==> src/rtl/gs_pkg.sv <==
package gs_pkg;

  typedef enum logic [1:0] {
    OP_GATHER  = 2'b00,
    OP_SCATTER = 2'b01,
    OP_POPCNT  = 2'b10,
    OP_RSVD    = 2'b11
  } gs_op_e;

  typedef enum logic {
    ST_IDLE = 1'b0,
    ST_RUN  = 1'b1
  } gs_state_e;

endpackage

==> src/rtl/gs_rst_sync.sv <==
module gs_rst_sync #(
  parameter int STAGES = 2
) (
  input  logic clk,
  input  logic rst_n,
  output logic rst_n_sync
);

  logic [STAGES-1:0] chain_q;

  always_ff @(posedge clk or negedge rst_n) begin
    if (!rst_n) chain_q <= '0;
    else        chain_q <= {chain_q[STAGES-2:0], 1'b1};
  end

  assign rst_n_sync = chain_q[STAGES-1];

endmodule

==> src/rtl/gs_ctrl.sv <==
module gs_ctrl
  import gs_pkg::*;
(
  input  logic clk,
  input  logic rst_n,
  input  logic start,
  input  logic finish,
  output logic busy,
  output logic load,
  output logic step,
  output logic fin,
  output logic done
);

  gs_state_e state_q, state_d;
  logic      done_d;

  always_comb begin
    state_d = state_q;
    load    = 1'b0;
    step    = 1'b0;
    fin     = 1'b0;
    done_d  = 1'b0;
    unique case (state_q)
      ST_IDLE: begin
        if (start) begin
          state_d = ST_RUN;
          load    = 1'b1;
        end
      end
      ST_RUN: begin
        if (finish) begin
          state_d = ST_IDLE;
          fin     = 1'b1;
          done_d  = 1'b1;
        end else begin
          step = 1'b1;
        end
      end
      default: state_d = ST_IDLE;
    endcase
  end

  always_ff @(posedge clk or negedge rst_n) begin
    if (!rst_n) begin
      state_q <= ST_IDLE;
      done    <= 1'b0;
    end else begin
      state_q <= state_d;
      done    <= done_d;
    end
  end

  assign busy = (state_q == ST_RUN);

  // completion pulse lasts one cycle
  p_done_pulse_r7: assert property (@(posedge clk) disable iff (!rst_n)
    done |=> !done);

  // busy and done are never high together
  p_busy_done_excl_r7: assert property (@(posedge clk) disable iff (!rst_n)
    !(busy && done));

  // start during a run neither ends nor restarts it
  p_start_ignored_r8: assert property (@(posedge clk) disable iff (!rst_n)
    (busy && start && !finish) |=> busy);

endmodule

==> src/rtl/gs_gather_step.sv <==
module gs_gather_step #(
  parameter int W = 48
) (
  input  logic [W-1:0] val,
  input  logic [W-1:0] msk,
  input  logic [W-1:0] acc,
  output logic [W-1:0] val_n,
  output logic [W-1:0] msk_n,
  output logic [W-1:0] acc_n,
  output logic         empty
);

  always_comb begin
    val_n = val >> 1;
    msk_n = msk >> 1;
    if (msk[0]) acc_n = {val[0], acc[W-1:1]};
    else        acc_n = acc;
    empty = (msk == '0);
  end

endmodule

==> src/rtl/gs_scatter_step.sv <==
module gs_scatter_step #(
  parameter int W = 48
) (
  input  logic [W-1:0] val,
  input  logic [W-1:0] msk,
  input  logic [W-1:0] acc,
  output logic [W-1:0] val_n,
  output logic [W-1:0] msk_n,
  output logic [W-1:0] acc_n
);

  always_comb begin
    acc_n = {acc[W-2:0], msk[W-1] & val[W-1]};
    msk_n = msk << 1;
    if (msk[W-1]) val_n = val << 1;
    else          val_n = val;
  end

endmodule

==> src/rtl/gs_popcnt_step.sv <==
module gs_popcnt_step #(
  parameter int W  = 48,
  parameter int CW = 6
) (
  input  logic [W-1:0]  val,
  input  logic [CW-1:0] cnt,
  output logic [W-1:0]  val_n,
  output logic [CW-1:0] cnt_n,
  output logic          empty
);

  always_comb begin
    val_n = val & (val - W'(1));
    cnt_n = cnt + CW'(1);
    empty = (val == '0);
  end

endmodule

==> src/rtl/gather_scatter_unit.sv <==
module gather_scatter_unit
  import gs_pkg::*;
#(
  parameter int W = 48
) (
  input  logic         clk,
  input  logic         rst_n,
  input  logic         start,
  input  logic [1:0]   opcode,
  input  logic [W-1:0] value,
  input  logic [W-1:0] mask,
  output logic         busy,
  output logic         done,
  output logic [W-1:0] result
);

  localparam int CW = $clog2(W + 1);

  logic rst_n_s;

  gs_rst_sync #(.STAGES(2)) u_rst (
    .clk        (clk),
    .rst_n      (rst_n),
    .rst_n_sync (rst_n_s)
  );

  // working state
  gs_op_e        op_q, op_d;
  logic [W-1:0]  val_q, val_d;
  logic [W-1:0]  msk_q, msk_d;
  logic [W-1:0]  acc_q, acc_d;
  logic [CW-1:0] cnt_q, cnt_d;
  logic [W-1:0]  res_q, res_d;

  logic load, step, fin, finish;
  logic work_en, res_en;

  gs_ctrl u_ctrl (
    .clk    (clk),
    .rst_n  (rst_n_s),
    .start  (start),
    .finish (finish),
    .busy   (busy),
    .load   (load),
    .step   (step),
    .fin    (fin),
    .done   (done)
  );

  logic [W-1:0] g_val, g_msk, g_acc;
  logic         g_empty;
  logic [W-1:0] s_val, s_msk, s_acc;
  logic [W-1:0] p_val;
  logic [CW-1:0] p_cnt;
  logic         p_empty;

  gs_gather_step #(.W(W)) u_gather (
    .val   (val_q),
    .msk   (msk_q),
    .acc   (acc_q),
    .val_n (g_val),
    .msk_n (g_msk),
    .acc_n (g_acc),
    .empty (g_empty)
  );

  gs_scatter_step #(.W(W)) u_scatter (
    .val   (val_q),
    .msk   (msk_q),
    .acc   (acc_q),
    .val_n (s_val),
    .msk_n (s_msk),
    .acc_n (s_acc)
  );

  gs_popcnt_step #(.W(W), .CW(CW)) u_popcnt (
    .val   (val_q),
    .cnt   (cnt_q),
    .val_n (p_val),
    .cnt_n (p_cnt),
    .empty (p_empty)
  );

  // completion condition per operation
  always_comb begin
    unique case (op_q)
      OP_GATHER:  finish = g_empty;
      OP_SCATTER: finish = (cnt_q == CW'(W));
      OP_POPCNT:  finish = p_empty;
      default:    finish = 1'b1;
    endcase
  end

  // next state of the working registers
  always_comb begin
    op_d  = op_q;
    val_d = val_q;
    msk_d = msk_q;
    acc_d = acc_q;
    cnt_d = cnt_q;
    if (load) begin
      op_d  = gs_op_e'(opcode);
      val_d = value;
      msk_d = mask;
      acc_d = '0;
      cnt_d = '0;
    end else if (step) begin
      unique case (op_q)
        OP_GATHER: begin
          val_d = g_val;
          msk_d = g_msk;
          acc_d = g_acc;
        end
        OP_SCATTER: begin
          val_d = s_val;
          msk_d = s_msk;
          acc_d = s_acc;
          cnt_d = cnt_q + CW'(1);
        end
        OP_POPCNT: begin
          val_d = p_val;
          cnt_d = p_cnt;
        end
        default: ;
      endcase
    end
  end

  // result selection at completion
  always_comb begin
    unique case (op_q)
      OP_GATHER, OP_SCATTER: res_d = acc_q;
      OP_POPCNT:             res_d = {{(W-CW){1'b0}}, cnt_q};
      default:               res_d = '0;
    endcase
  end

  assign work_en = load | step;
  assign res_en  = fin;

  always_ff @(posedge clk or negedge rst_n_s) begin
    if (!rst_n_s) begin
      op_q  <= OP_GATHER;
      val_q <= '0;
      msk_q <= '0;
      acc_q <= '0;
      cnt_q <= '0;
    end else if (work_en) begin
      op_q  <= op_d;
      val_q <= val_d;
      msk_q <= msk_d;
      acc_q <= acc_d;
      cnt_q <= cnt_d;
    end
  end

  always_ff @(posedge clk or negedge rst_n_s) begin
    if (!rst_n_s)    res_q <= '0;
    else if (res_en) res_q <= res_d;
  end

  assign result = res_q;

  // result moves only together with a done pulse
  p_result_hold_r7: assert property (@(posedge clk) disable iff (!rst_n_s)
    (done || $stable(result)));

  // the latched opcode does not change while running
  p_op_stable_r8: assert property (@(posedge clk) disable iff (!rst_n_s)
    busy |=> (!busy || op_q == $past(op_q)));

  // a gather step never adds set bits to the remaining mask
  p_gather_shrink_r2: assert property (@(posedge clk) disable iff (!rst_n_s)
    (busy && op_q == OP_GATHER) |=>
      (!busy || $countones(msk_q) <= $countones($past(msk_q))));

  // scatter position counter never passes the word width
  p_scatter_cnt_r4: assert property (@(posedge clk) disable iff (!rst_n_s)
    (busy && op_q == OP_SCATTER) |-> (cnt_q <= CW'(W)));

  // a population count result fits in its count field
  p_popcnt_range_r5: assert property (@(posedge clk) disable iff (!rst_n_s)
    (done && op_q == OP_POPCNT) |-> (result[W-1:CW] == '0));

  // idle and clear while the synchronized reset is held
  p_reset_quiet_r9: assert property (@(posedge clk)
    !rst_n_s |-> (!busy && !done && result == '0));

endmodule

==> config.mk <==
export PLATFORM = sky130hd
export DESIGN_NAME = gather_scatter_unit
export DESIGN_NICKNAME = d
export VERILOG_FILES = /design/src/rtl/gs_pkg.sv /design/src/rtl/gs_rst_sync.sv /design/src/rtl/gs_ctrl.sv /design/src/rtl/gs_gather_step.sv /design/src/rtl/gs_scatter_step.sv /design/src/rtl/gs_popcnt_step.sv /design/src/rtl/gather_scatter_unit.sv
export SDC_FILE = /design/constraint.sdc
export NUM_CORES = 1
export LEC_CHECK = 0
export BUFFER_PORTS_ARGS = -buffer_cell sky130_fd_sc_hd__buf_2
export CAP_MARGIN = 20
export CORE_MARGIN = 2
export CORE_UTILIZATION = 64
export CTS_CLUSTER_SIZE = 28
export DETAILED_ROUTE_END_ITERATION = 8
export GPL_ROUTABILITY_DRIVEN = 0
export PLACE_DENSITY = 0.92
export SLEW_MARGIN = 0
export SYNTH_ARGS = -nofsm -noshare
export SYNTH_HDL_FRONTEND = slang
export SYNTH_SLANG_ARGS = --single-unit
==> constraint.sdc <==
create_clock -name clk -period 13 [get_ports clk]
set_clock_uncertainty 0.1 [all_clocks]
set_input_delay 2.6 -clock clk [delete_from_list [all_inputs] [get_ports clk]]
set_output_delay 2.6 -clock clk [all_outputs]
set_load 0.1 [all_outputs]
* Word-level counts from Yosys, hierarchy flattened *
Cells that the tools add are included.

operators by class
  add/sub/neg operators = 2
  equal/unequal tests = 5
  multiplexer cells = 23
  bitwise operators = 4
  reduce and logical (&&, ||, !) cells = 14

operator list
  operator               count
  $mux 48                8
  $pmux 48 s2            3
  $pmux 48 s3            1
  $logic_not 48->1       2
  $and 48x48->48         1
  $sub 48x1->48 const B  1
  $mux 6                 3
  $reduce_and 4->1       2
  $add 6x1->6 const B    1
  $eq 6x6->1 const B     1
  $mux 1                 6
  $ne 3x3->1 const B     2
  $reduce_and 3->1       2
  $reduce_bool 2->1      2
  $reduce_bool 4->1      1
  $reduce_or 2->1        2
  $pmux 1 s3             1
  $reduce_bool 3->1      1
  $eq 2x1->1 const B     1
  $eq 2x2->1 const B     1
  $logic_not 2->1        1
  $pmux 1 s2             1
  $reduce_and 2->1       1
  $and 1x1->1            1
  other kinds (2)        2

word-level totals
  flip-flop bits (word level) = 204
  input bits = 101
  output and inout port bits = 50
  word-level logic and storage cells = 57

* Logic depth before layout (Yosys ltp) *
Gate-level depths: netlist of the first run.

  depth in word-level cells = 6
  depth in mapped cells = 12

* By module *
From an unflattened synthesis of the first run, not the netlist that was laid out.

unflattened totals
  cell total of the unflattened synthesis = 1489
  area total of the unflattened synthesis = 14372.5 um^2

modules (own cells, without submodules)
  module               times used  cells each  area each (um^2)  sequential area each (um^2)
  gather_scatter_unit  1           1043        10717.8           5004.8
  gs_gather_step       1           166         1402.6            0.0
  gs_scatter_step      1           150         1333.8            0.0
  gs_popcnt_step       1           121         785.8             0.0
  gs_ctrl              1           6           78.8              50.0
  gs_rst_sync          1           3           53.8              50.0

* Least setup slack after synthesis of the first run *
No wires, ideal clock.

  kind = input-to-reg
  from = input port start
  to = register acc_q[10]
  setup time = 0.079 ns
  arrival = 3.992 ns
  data required time = 12.821 ns
  path slack = 8.828 ns
  cell stages on the path = 7
  path buffers = 4
  cells stage by stage = nand2b_1 -> clkbuf_1 -> clkbuf_1 -> clkbuf_1 -> clkbuf_1 -> nand2_1 -> mux2i_1

on the way
  longest elaborated chain between the ends = 4
  elaborated cells between the ends (all ways) = 8
  those cells by class = eq/ne: 1; mux: 3; bitwise: 1; reduce/logical: 3

ends and longest elaborated chain
  element                                                    RTL line                    RTL
  start: declaration                                         gather_scatter_unit.sv:8    input logic start,
  $mux 1 *                                                   gs_ctrl.sv:26               if (start) begin
  $mux 1 *                                                   gs_ctrl.sv:24               unique case (state_q)
  $ne 3x3->1 (no source line), or another cell as far along  --
  $reduce_and 4->1 (no source line)                          --
  end signal: assignment                                     gather_scatter_unit.sv:146  acc_q <= '0;
  end signal: assignment                                     gather_scatter_unit.sv:152  acc_q <= acc_d;
  end: declaration                                           gather_scatter_unit.sv:31   logic [W-1:0] acc_q, acc_d;

Mark *: on every way between the ends. The rest lies on a longest branch, timed or not.
A chain may end at the register's enable or synchronous reset.

* Worst setup path after layout of the first run *
  from = register val_q[3]
  to = register acc_q[25]

on the way
  longest elaborated chain between the ends = 6
  elaborated cells between the ends (all ways) = 7
  those cells by class = mux: 3; bitwise: 1; reduce/logical: 3

ends and longest elaborated chain
  element                                                           RTL line                    RTL
  start: declaration                                                gather_scatter_unit.sv:29   logic [W-1:0] val_q, val_d;
  start signal: assignment                                          gather_scatter_unit.sv:150  val_q <= val_d;
  $logic_not 48->1 *                                                gs_popcnt_step.sv:15        empty = (val == '0);
  $pmux 1 s3 *                                                      gather_scatter_unit.sv:86   unique case (op_q)
  $mux 1 *                                                          gs_ctrl.sv:32               if (finish) begin
  $mux 1 *                                                          gs_ctrl.sv:24
  $reduce_bool 2->1 (no source line) or $or 1x1->1 (tied branches)  --
  $reduce_and 4->1 (no source line) *                               --

Marked as above.

==> flow_summary_export.csv, run 1 <==
group,metric,value,unit
drt,wl_per_cell,20.8,um
cells_and_area,syn2layout_area_growth,12.5,%
clock_network,clock_sink_count,204,
drt,routed_via_density,6.87,
pwr,ir_worst_vdd,0.165,mV
timing,rsz0062_at_grt,"no",
cells_and_area,drive_gt1_share,19.6,%
clock_network,cts_tree,"built",
clock_network,h-tree-depth,1,
worst_setup_path,crit_top_cell,"or4_1",
pwr,p_seq_share,29.4,%
drt,drtIter0Drc,1462,
pwr,comb_power_share,53.1,%
synth,synth_area_per_cell,9.20,um2
die,die_area,19800,um2
grt,grt_max_degree,83,
job,drv_cap,0,
placed_design,dp.cells,1571,
clock_network,ctsResizeCount,0,
timing,max_slew_margin,33.8,%
synth,ys_warn_count,0,
pwr,leakage,0.00614,uW
clock_network,cts_hold_buf,0,
grt,globalRouteTotalUtil,33.5,%
timing,finalCritPeriodShare,37.2,%
synth,synthFlopType,"dfrtp_1",
clock_network,cts_buffers,22,
cells_and_area,layoutNonFillerInstCount,1617,
synth,synth_edf_count,0,
timing,worstMarginPinSlew,0.993,ns
timing,finalSetupViolations,0,
drt,drc_errors,0,
worst_setup_path,startpoint_type,"register",
pwr,total_power,3630,uW
placed_design,io_buffers,150,
drt,dr.pass1.iters,7,
timing,max_clock_freq,207,MHz
pwr,power.share.clock,17.5,%
grt,grt_pass1_vias,10600,
pwr,p_per_area,270,nW/um2
placed_design,place.detailed.hpwl,19700,um
drt,antenna_left,0,
die,fp.dieW,141,um
cells_and_area,fillCellCount,1197,
grt,antenna_found_initial,2,
timing,slew_violations,0,
clock_network,clock_path_buffers,3,
pwr,p_int,1930,uW
worst_setup_path,cp_cell_sequence,"or4_1 -> or4_1 -> or3_1 -> or4_2 -> buf_12 -> nand3_4 -> mux2i_1",
worst_setup_path,cp-end-kind,"register",
pwr,switching_share,46.9,%
cells_and_area,fin_nets,1478,
die,initial_core_util,65.8,%
pwr,power.switching,1700,uW
timing,hold_violations,0,
grt,grt_overflow_total,0,
clock_network,root_buffer,"clkbuf_16",
synth,ys_seq_elements,204,
clock_network,post_cts_buffers,0,
synth,syn-cell-area,11900,um2
synth,yosysSeqAreaShare,42.8,%
die,num_rows,49,
die,die_y,141,um
synth,netlist_instances,1298,
synth,synthArstFlopShare,100,%
worst_setup_path,cp.arrival,5.14,ns
grt,grt_pass1_wl,54800,um
drt,via_count,11100,
die,core,18100,um2
die,pin_count,151,
worst_setup_path,critPathMaxFanout,48,
run_status,status,"completed",
worst_setup_path,critPathSlowestCell,"or4_2",
drt,drt_wl_total,33600,um
clock_network,clk_pin_slew,0.06,ns
worst_setup_path,max_stage_delay,0.84,ns
clock_network,insertion_delay,0.51,ns
timing,min_period,4.84,ns
synth,ys_types,64,
worst_setup_path,required,13.30,ns
worst_setup_path,criticalPathCategory,"reg2reg",
timing,setup_tns,0,ns
synth,syn-num-nets,1405,
worst_hold_path,hold_path.class,"reg2async",
==> layout make-up <==
cell class | count | area [um2] | share of cell area, %
repair buffers | 171 | 993 | 7.39
flip-flops and latches | 204 | 5110 | 38.0
inverters | 16 | 60.1 | 0.447
clock buffers | 33 | 673 | 5.01
diodes | 2 | 5.00 | 0.0373
well taps | 229 | 287 | 2.13
multi-input cells | 956 | 6250 | 46.5
clock inverters | 6 | 55.1 | 0.410
==> layer usage <==
metal  track usage, %  vias up  routed length [um]
met2             53.5      659               15700
met1             47.2     5402               13600
met4             11.2        0                1210
met3             5.77      112                3080
li1                 -     4933                   -
met5                0        -                   0
==> cells in the final DEF, fill, tap and decap left out, drive strengths merged, types with 5 or more instances in the layout <==
cell and count:
and2 9, a21oi 30, inv 14, nand2 182, mux2 24, nand2b 49, ha 6, a211oi 9
o221a 49, or4 7, nor3 20, mux2i 101, a22oi 9, and3 7, or3 10, nand3 71
nor4 23, clkbuf 33, buf 171, nand4 12, nor2 101, o211ai 15, o21ai 80, a31oi 6
dfrtp 204, a22o 46, a221o 9, o311ai 5, o2111ai 8, o221ai 12, clkinv 7, o32ai 7
==> per-stage QoR <==
step	utilization (%)	setup WS, ns	hold slack, ns	instance area (um2)
2_1_floorplan	-	6.79	0.231	11900
3_3_place_gp	69.3	7.96	0.239	12600
3_5_place_dp	69.3	7.85	0.243	12600
4_1_cts	73.3	7.80	0.264	13300
5_1_grt	74.0	8.01	0.0450	13400
6_report	74.0	8.16	0.0291	13400
==> sequential cells by signal (all words and copies together) (netlist names) <==
signal,cells
u_ctrl.busy,1
u_ctrl.done,1
result,48
u_rst.chain_q,2
op_q,2
acc_q,48
msk_q,48
val_q,48
cnt_q,6
==> power groups by stage <==
stage | Combinational (uW) | Clock [uW] | Sequential, uW
2_1_floorplan | 1350 | 0 | 1160
3_3_place_gp | 1780 | 0 | 1060
3_5_place_dp | 1830 | 0 | 1070
4_1_cts | 1860 | 634 | 1060
5_1_grt | 2070 | 662 | 1100
6_report | 1930 | 634 | 1070
==> logic make-up (layout without fill, tap and decap cells) <==
kind of cell,Yosys count,count (layout),synth area share (%)
other,1,3,0.0314
AOI/OAI and AO/OA,319,319,20.6
and+or+nand+nor,505,505,19.9
buffers and inverters,138,226,5.32
muxes,125,125,10.7
DFF,204,204,42.8
adders and majority gates,6,6,0.629
==> cell usage after synthesis (all sizes together), types with 5 or more instances <==
| library cell | count | area share [%] |
|---|---|---|
| o21ai | 80 | 3.4 |
| a22o | 46 | 3.4 |
| o32ai | 7 | 0.51 |
| dfrtp | 204 | 43 |
| and3 | 7 | 0.37 |
| ha | 6 | 0.63 |
| o211ai | 15 | 0.94 |
| a211oi | 9 | 0.57 |
| a21oi | 30 | 1.4 |
| buf | 27 | 1.8 |
| o2111ai | 8 | 0.59 |
| inv | 14 | 0.44 |
| o221a | 49 | 4.6 |
| nand4 | 12 | 0.63 |
| nor2 | 101 | 3.2 |
| o221ai | 12 | 0.88 |
| nand2b | 49 | 2.6 |
| nand3 | 71 | 3.1 |
| a22oi | 9 | 0.57 |
| or3 | 10 | 0.52 |
| nand2 | 182 | 5.7 |
| o311ai | 5 | 0.37 |
| clkbuf | 95 | 3.0 |
| and2 | 9 | 0.47 |
| nor4 | 23 | 1.2 |
| a31oi | 6 | 0.31 |
| mux2i | 101 | 8.5 |
| mux2 | 24 | 2.3 |
| or4 | 7 | 0.44 |
| a221o | 9 | 0.75 |
| nor3 | 20 | 0.84 |
==> critical path: cells and delay by family (launching register included) <==
family | cells | cell delay (ns)
buffers and inverters | 1 | 0.27
muxes | 1 | 0.31
DFF | 1 | 0.44
and+or+nand+nor | 5 | 3.55
==> worst paths after layout <==
check	startpoint	end	cells past startpoint	slack, ns
max in group asynchronous	u_rst.chain_q[1]	result[16]	3	10.58
worst min-delay path	u_rst.chain_q[1]	msk_q[34]	0	0.03
worst max-delay path	val_q[3]	acc_q[25]	7	8.16
worst max register to register	val_q[3]	acc_q[25]	7	8.16
worst min register to register	u_rst.chain_q[1]	msk_q[34]	0	0.03
min in group clk	u_rst.chain_q[0]	u_rst.chain_q[1]	0	0.26
Note: power is estimated with default switching activity, not from simulation.
==> inputs of run 2 (changes only) <==
--- a/config.mk
+++ b/config.mk
@@ -5,14 +5,15 @@
 export SDC_FILE = /design/constraint.sdc
 export NUM_CORES = 1
 export LEC_CHECK = 0
+export ABC_AREA = 1
 export BUFFER_PORTS_ARGS = -buffer_cell sky130_fd_sc_hd__buf_2
 export CAP_MARGIN = 20
 export CORE_MARGIN = 2
-export CORE_UTILIZATION = 64
+export CORE_UTILIZATION = 59
 export CTS_CLUSTER_SIZE = 28
 export DETAILED_ROUTE_END_ITERATION = 8
 export GPL_ROUTABILITY_DRIVEN = 0
-export PLACE_DENSITY = 0.92
+export PLACE_DENSITY = 0.86
 export SLEW_MARGIN = 0
 export SYNTH_ARGS = -nofsm -noshare
 export SYNTH_HDL_FRONTEND = slang
==> constraint.sdc (replaced) <==
create_clock -name clk -period 4.81 [get_ports clk]
set_clock_uncertainty 0.1 [all_clocks]
set_input_delay 0.962 -clock clk [delete_from_list [all_inputs] [get_ports clk]]
set_output_delay 0.962 -clock clk [all_outputs]
set_load 0.1 [all_outputs]
==> flow_summary_export.csv, run 2 <==
group,metric,value,unit
run_status,status,"completed",
job,drv_cap,0,
synth,ys_types,39,
drt,drt_wl_total,30100,um
synth,yosysMostFrequentCell,"nand2_1",
grt,grt_max_degree,103,
worst_setup_path,cp_cell_sequence,"inv_1 -> ha_4 -> inv_2 -> o21ai_0 -> inv_1 -> nand3_2 -> nand2_4 -> nand3_4 -> o21ai_0",
synth,synthTopCellsByCount,"nand2_1 (579), dfrtp_1 (204), o21ai_0 (166)",
clock_network,insertion_delay,0.52,ns
worst_setup_path,reg2reg_depth,9,
drt,routed_via_density,5.60,
synth,synth_area_per_cell,7.17,um2
drt,drtIter0Drc,1015,
synth,ys_seq_elements,204,
die,core,20100,um2
die,fp.dieW,147,um
clock_network,h-tree-depth,1,
synth,synth_edf_count,0,
cells_and_area,final_cell_mix,"nand2_1 (578), dfrtp_1 (203), o21ai_0 (166), buf_2 (150), nor2_1 (116)",
placed_design,place.detailed.hpwl,19600,um
worst_setup_path,critPathSlowestCell,"nand3_4",
die,die_y,147,um
timing,slew_violations,0,
grt,globalRouteTotalUtil,27.7,%
synth,syn-cell-area,12000,um2
timing,setup_tns,0,ns
clock_network,ctsResizeCount,0,
worst_hold_path,hold_path.class,"in2async",
synth,synth_mux_area_share,3.84,%
synth,synth_area_leaders,"dfrtp_1 (43%), nand2_1 (18%), o21ai_0 (6.9%), mux2i_1 (3.8%), nor2_1 (3.7%)",
cells_and_area,final_common_cell,"nand2_1",
die,die_area,21500,um2
cells_and_area,fin_nets,1868,
timing,finalCritPeriodShare,73.5,%
synth,synth-simple-area-share,26.7,%
grt,grt_overflow_total,0,
synth,yosysSeqAreaShare,42.5,%
worst_setup_path,cp-end-kind,"register",
timing,hold_violations,0,
synth,synth_compound_area_share,18.1,%
synth,synth_top_family_by_area,"simple AND/OR/NAND/NOR gates",
worst_setup_path,max_stage_delay,0.73,ns
timing,worstMarginPinSlew,1.02,ns
grt,grt_pass1_vias,10200,
timing,max_slew_margin,31.7,%
synth,synthArstFlopShare,100,%
grt,globalRouteMet2Util,43.0,%
clock_network,cts_buffers,23,
die,num_rows,52,
worst_setup_path,cp.arrival,3.82,ns
drt,antenna_left,0,
cells_and_area,syn2layout_area_growth,12.2,%
clock_network,cts_tree,"built",
clock_network,cts_hold_buf,0,
cells_and_area,drive_gt1_share,13.3,%
timing,rsz0062_at_grt,"no",
grt,met3_usage,3.06,%
timing,min_period,3.54,ns
clock_network,post_cts_buffers,0,
synth,synthFlopType,"dfrtp_1",
clock_network,clk_pin_slew,0.06,ns
grt,met1_usage,41.3,%
synth,syn-num-nets,1782,
worst_setup_path,startpoint_type,"register",
clock_network,root_buffer,"clkbuf_16",
drt,via_count,11500,
synth,synth_top_area_share,42.5,%
grt,antenna_found_initial,1,
clock_network,clock_path_buffers,3,
drt,dr.pass1.iters,5,
clock_network,clock_sink_count,204,
synth,netlist_instances,1675,
timing,finalSetupViolations,0,
timing,max_clock_freq,283,MHz
synth,synthXorXnorAreaFrac,0.0730,%
synth,synth_fa_ha_area_share,0.625,%
die,initial_core_util,59.7,%
worst_setup_path,critPathMaxFanout,96,
synth,yosys.area.top_type,"dfrtp_1",
synth,ys_warn_count,0,
placed_design,io_buffers,150,
drt,wl_per_cell,14.7,um
worst_setup_path,required,5.10,ns
grt,grt_pass1_wl,50100,um
grt,top_usage_layer,"met2",
worst_setup_path,criticalPathCategory,"reg2reg",
die,pin_count,151,
drt,drc_errors,0,
run 2: cell count changes in the layout (fill, tap and decap cells not counted), moves of 15 or more:
| cell | previous run | this run |
|---|---|---|
| a21oi_1 | 28 | 85 |
| inv_1 | 14 | 113 |
| nand2b_1 | 48 | 0 |
| o221a_2 | 26 | 0 |
| nor2_1 | 101 | 116 |
| o21ai_1 | 1 | 71 |
| mux2_2 | 23 | 0 |
| o21ai_0 | 78 | 166 |
| a22o_1 | 46 | 0 |
| nand2_1 | 182 | 578 |
| o22ai_1 | 3 | 23 |
| nor4_1 | 23 | 0 |
| o221a_1 | 23 | 0 |
| mux2i_1 | 101 | 46 |
run 2: final timing paths:
check / start / endpoint / slack [ns]
min in group clk: u_rst.chain_q[0] / u_rst.chain_q[1] / 0.26
min: rst_n / u_rst.chain_q[1] / 0.13
min reg2reg: u_rst.chain_q[0] / u_rst.chain_q[1] / 0.26
max reg2reg: op_q[1] / acc_q[2] / 1.27
max: op_q[1] / acc_q[2] / 1.27
max in group asynchronous: u_rst.chain_q[1] / acc_q[19] / 3.27
run 2: routing by layer:
layer / vias up / wire (um)
met5: - / 0
met4: 0 / 742
met3: 56 / 2000
met2: 455 / 13600
met1: 5291 / 13700
li1: 5667 / -
run 2: kinds of logic after synthesis:
| logic type | after synthesis |
|---|---|
| and+or+nand+nor | 798 |
| AOI/OAI and AO/OA | 398 |
| buffers and inverters | 221 |
| DFF | 204 |
| muxes | 46 |
| adders and majority gates | 6 |
| other | 1 |
| xor gates and xnor gates | 1 |
run 2: stage by stage:
stage,instance area (um2),hold WS (ns),util [%],setup WS (ns),std cells
final,13500,0.134,67.0,1.27,2048
after CTS,13500,0.118,67.0,1.31,2047
after floorplan,12000,0.231,-,1.35,1675
after detailed placement,12700,0.239,63.3,0.923,2006
after global routing,13500,0.115,67.0,0.991,2048
after global placement,12700,0.241,63.2,1.03,2005
run 2: critical path, delay by kind of cell (launching register included):
family | cells | cell delay (ns)
and+or+nand+nor | 3 | 0.97
buffers and inverters | 3 | 0.80
adders and majority gates | 1 | 0.32
DFF | 1 | 0.39
AOI/OAI and AO/OA | 2 | 0.77
run 2: cell type report:
class | count | area (um2)
Antenna cell | 1 | 2.50
Clock buffer | 34 | 667
Clock inverter | 7 | 67.6
Fill cell | 1675 | 6630
Inverter | 117 | 439
Multi-Input combinational cell | 1250 | 5960
Sequential cell | 204 | 5110
Tap cell | 270 | 338
Timing Repair Buffer | 165 | 888
Power of run 2 is left out: the tool's default activity adds up to more than one toggle a clock period on the data nets, which glitch-free logic cannot reach.
==> inputs of run 3 (changes only) <==
--- a/config.mk
+++ b/config.mk
@@ -9,11 +9,11 @@
 export BUFFER_PORTS_ARGS = -buffer_cell sky130_fd_sc_hd__buf_2
 export CAP_MARGIN = 20
 export CORE_MARGIN = 2
-export CORE_UTILIZATION = 59
+export CORE_UTILIZATION = 53
 export CTS_CLUSTER_SIZE = 28
 export DETAILED_ROUTE_END_ITERATION = 8
 export GPL_ROUTABILITY_DRIVEN = 0
-export PLACE_DENSITY = 0.86
+export PLACE_DENSITY = 0.82
 export SLEW_MARGIN = 0
 export SYNTH_ARGS = -nofsm -noshare
 export SYNTH_HDL_FRONTEND = slang
==> constraint.sdc (replaced) <==
create_clock -name clk -period 3.1 [get_ports clk]
set_clock_uncertainty 0.1 [all_clocks]
set_input_delay 0.62 -clock clk [delete_from_list [all_inputs] [get_ports clk]]
set_output_delay 0.62 -clock clk [all_outputs]
set_load 0.1 [all_outputs]
==> flow_summary_export.csv, run 3 (same netlist as run 2, synthesis figures left out) <==
group,metric,value,unit
run_status,status,"completed",
timing,max_clock_freq,352,MHz
grt,grt_pass1_wl,52300,um
worst_hold_path,hold_start,"u_rst.chain_q[0]",
worst_setup_path,critPathSlowestCell,"clkinvlp_4",
timing,slew_violations,0,
worst_hold_path,whs_endpoint,"u_rst.chain_q[1]",
timing,finalCritPeriodShare,91.8,%
clock_network,insertion_delay,0.52,ns
grt,antenna_found_initial,1,
timing,setup_tns,0,ns
timing,hold_violations,0,
drt,routed_via_density,5.61,
worst_setup_path,cp_top_family,"buffers and inverters",
die,die_y,154,um
worst_setup_path,cp_cell_sequence,"inv_1 -> ha_1 -> inv_1 -> nor2_2 -> clkinvlp_4 -> a21oi_1 -> a21oi_1 -> nand3_1 -> nand2_1",
placed_design,place.detailed.hpwl,21000,um
grt,grt_overflow_total,0,
clock_network,clk_pin_slew,0.06,ns
drt,via_count,11600,
worst_setup_path,reg2reg_slack,0.26,ns
die,die_area,23900,um2
cells_and_area,final_cell_mix,"nand2_1 (578), dfrtp_1 (203), o21ai_0 (166), buf_2 (150), nor2_1 (115)",
timing,rsz0062_at_grt,"no",
clock_network,h-tree-depth,1,
drt,antenna_left,0,
clock_network,cts_buffers,23,
timing,max_slew_margin,40.5,%
worst_setup_path,criticalPathCategory,"reg2reg",
die,num_rows,55,
cells_and_area,fillCellCount,2019,
drt,dr.pass1.iters,6,
job,drv_cap,0,
cells_and_area,drive_gt1_share,14.1,%
worst_setup_path,required,3.39,ns
grt,grt_pass1_vias,10700,
cells_and_area,syn2layout_area_growth,13.6,%
die,pin_count,151,
timing,finalSetupViolations,0,
worst_setup_path,r2r_start,"op_q[0]",
worst_setup_path,reg2reg_depth,9,
drt,drc_errors,0,
drt,drtIter0Drc,1018,
worst_setup_path,cp-end-kind,"register",
worst_setup_path,crit_buf_inv,3,
clock_network,clock_path_buffers,3,
clock_network,cts_tree,"built",
timing,worstMarginPinSlew,0.893,ns
timing,min_period,2.84,ns
worst_hold_path,hold_path.class,"reg2reg",
drt,drt_wl_total,31500,um
worst_hold_path,whs_path_depth,0,
cells_and_area,fin_nets,1881,
die,initial_core_util,53.5,%
die,fp.dieW,154,um
clock_network,root_buffer,"clkbuf_16",
placed_design,io_buffers,150,
die,core,22400,um2
cells_and_area,final_common_cell,"nand2_1",
clock_network,post_cts_buffers,0,
worst_setup_path,startpoint_type,"register",
worst_setup_path,max_stage_delay,0.54,ns
worst_setup_path,reg2reg_to,"val_q[23]",
worst_setup_path,critPathMaxFanout,21,
clock_network,clock_sink_count,204,
grt,globalRouteTotalUtil,26.3,%
grt,grt_max_degree,98,
drt,wl_per_cell,15.2,um
worst_setup_path,cp.arrival,3.14,ns
[run 3: cell types whose count changed in the layout (fill, tap and decap cells not counted)]
cell / before / now
inv_1: 113 / 112
dlygate4sd3_1: 0 / 1
buf_4: 13 / 21
nor2_2: 4 / 5
clkinv_4: 1 / 2
clkinvlp_4: 0 / 6
buf_12: 2 / 6
bufinv_16: 1 / 0
nor2_1: 116 / 115
clkbuf_1: 6 / 4
clkinv_2: 4 / 1
[run 3: metrics by stage]
step / instances / util [%] / hold slack [ns] / cell area, um2 / setup slack [ns]
after floorplan: 1675 / - / 0.224 / 12000 / 0.712
after global placement: 2033 / 57.5 / 0.235 / 12900 / 0.377
after detailed placement: 2033 / 57.5 / 0.262 / 12900 / 0.230
after CTS: 2075 / 60.8 / 0.261 / 13600 / 0.210
after global routing: 2076 / 60.8 / 0.274 / 13600 / 0.110
final: 2076 / 60.8 / 0.262 / 13600 / 0.255
[run 3: cell type report]
| type | instances | area [um2] | area share (%) |
|---|---|---|---|
| Inverter | 117 | 443 | 3.25 |
| Sequential cell | 204 | 5110 | 37.5 |
| Multi-Input combinational cell | 1250 | 5960 | 43.7 |
| Antenna cell | 1 | 2.50 | 0.0183 |
| Timing Repair Buffer | 178 | 1040 | 7.61 |
| Clock buffer | 32 | 659 | 4.83 |
| Tap cell | 285 | 357 | 2.61 |
| Clock inverter | 9 | 68.8 | 0.505 |
[run 3: per-layer routing]
layer / track usage, % / vias up / share of wire, %
li1: - / 5679 / -
met1: 37.3 / 5408 / 44
met4: 9.22 / 0 / 3.0
met2: 41.5 / 488 / 45
met3: 3.84 / 74 / 7.4
met5: 0 / - / 0
[run 3: what timing repair did]
action | 4_1_cts | 5_1_grt
endpoints found under the setup margin | 0 | 4
gates resized for setup | 0 | 2
hold buffers | 1 | 0
endpoints found under the hold margin | 2 | 0
[run 3: worst reg2reg max path: cells and delay by family, from the launching register on]
kind / cells / cell delay (ns)
AO/OA/AOI/OAI: 2 / 0.37
adder cells (fa/ha/maj): 1 / 0.49
buffers and inverters: 3 / 0.77
flip-flops: 1 / 0.41
AND/OR/NAND/NOR: 3 / 0.59
[run 3: worst max path at each step]
stage,from,to,slack [ns],cells after the start
6_report,op_q[0],val_q[23],0.26,9
5_1_grt,op_q[0],val_q[24],0.11,9
4_1_cts,op_q[0],val_q[23],0.21,9
3_5_place_dp,op_q[0],val_q[23],0.23,9
3_3_place_gp,op_q[0],val_q[23],0.38,9
2_1_floorplan,u_ctrl.busy,val_q[29],0.71,10
Power of run 3 is left out for the same reason.
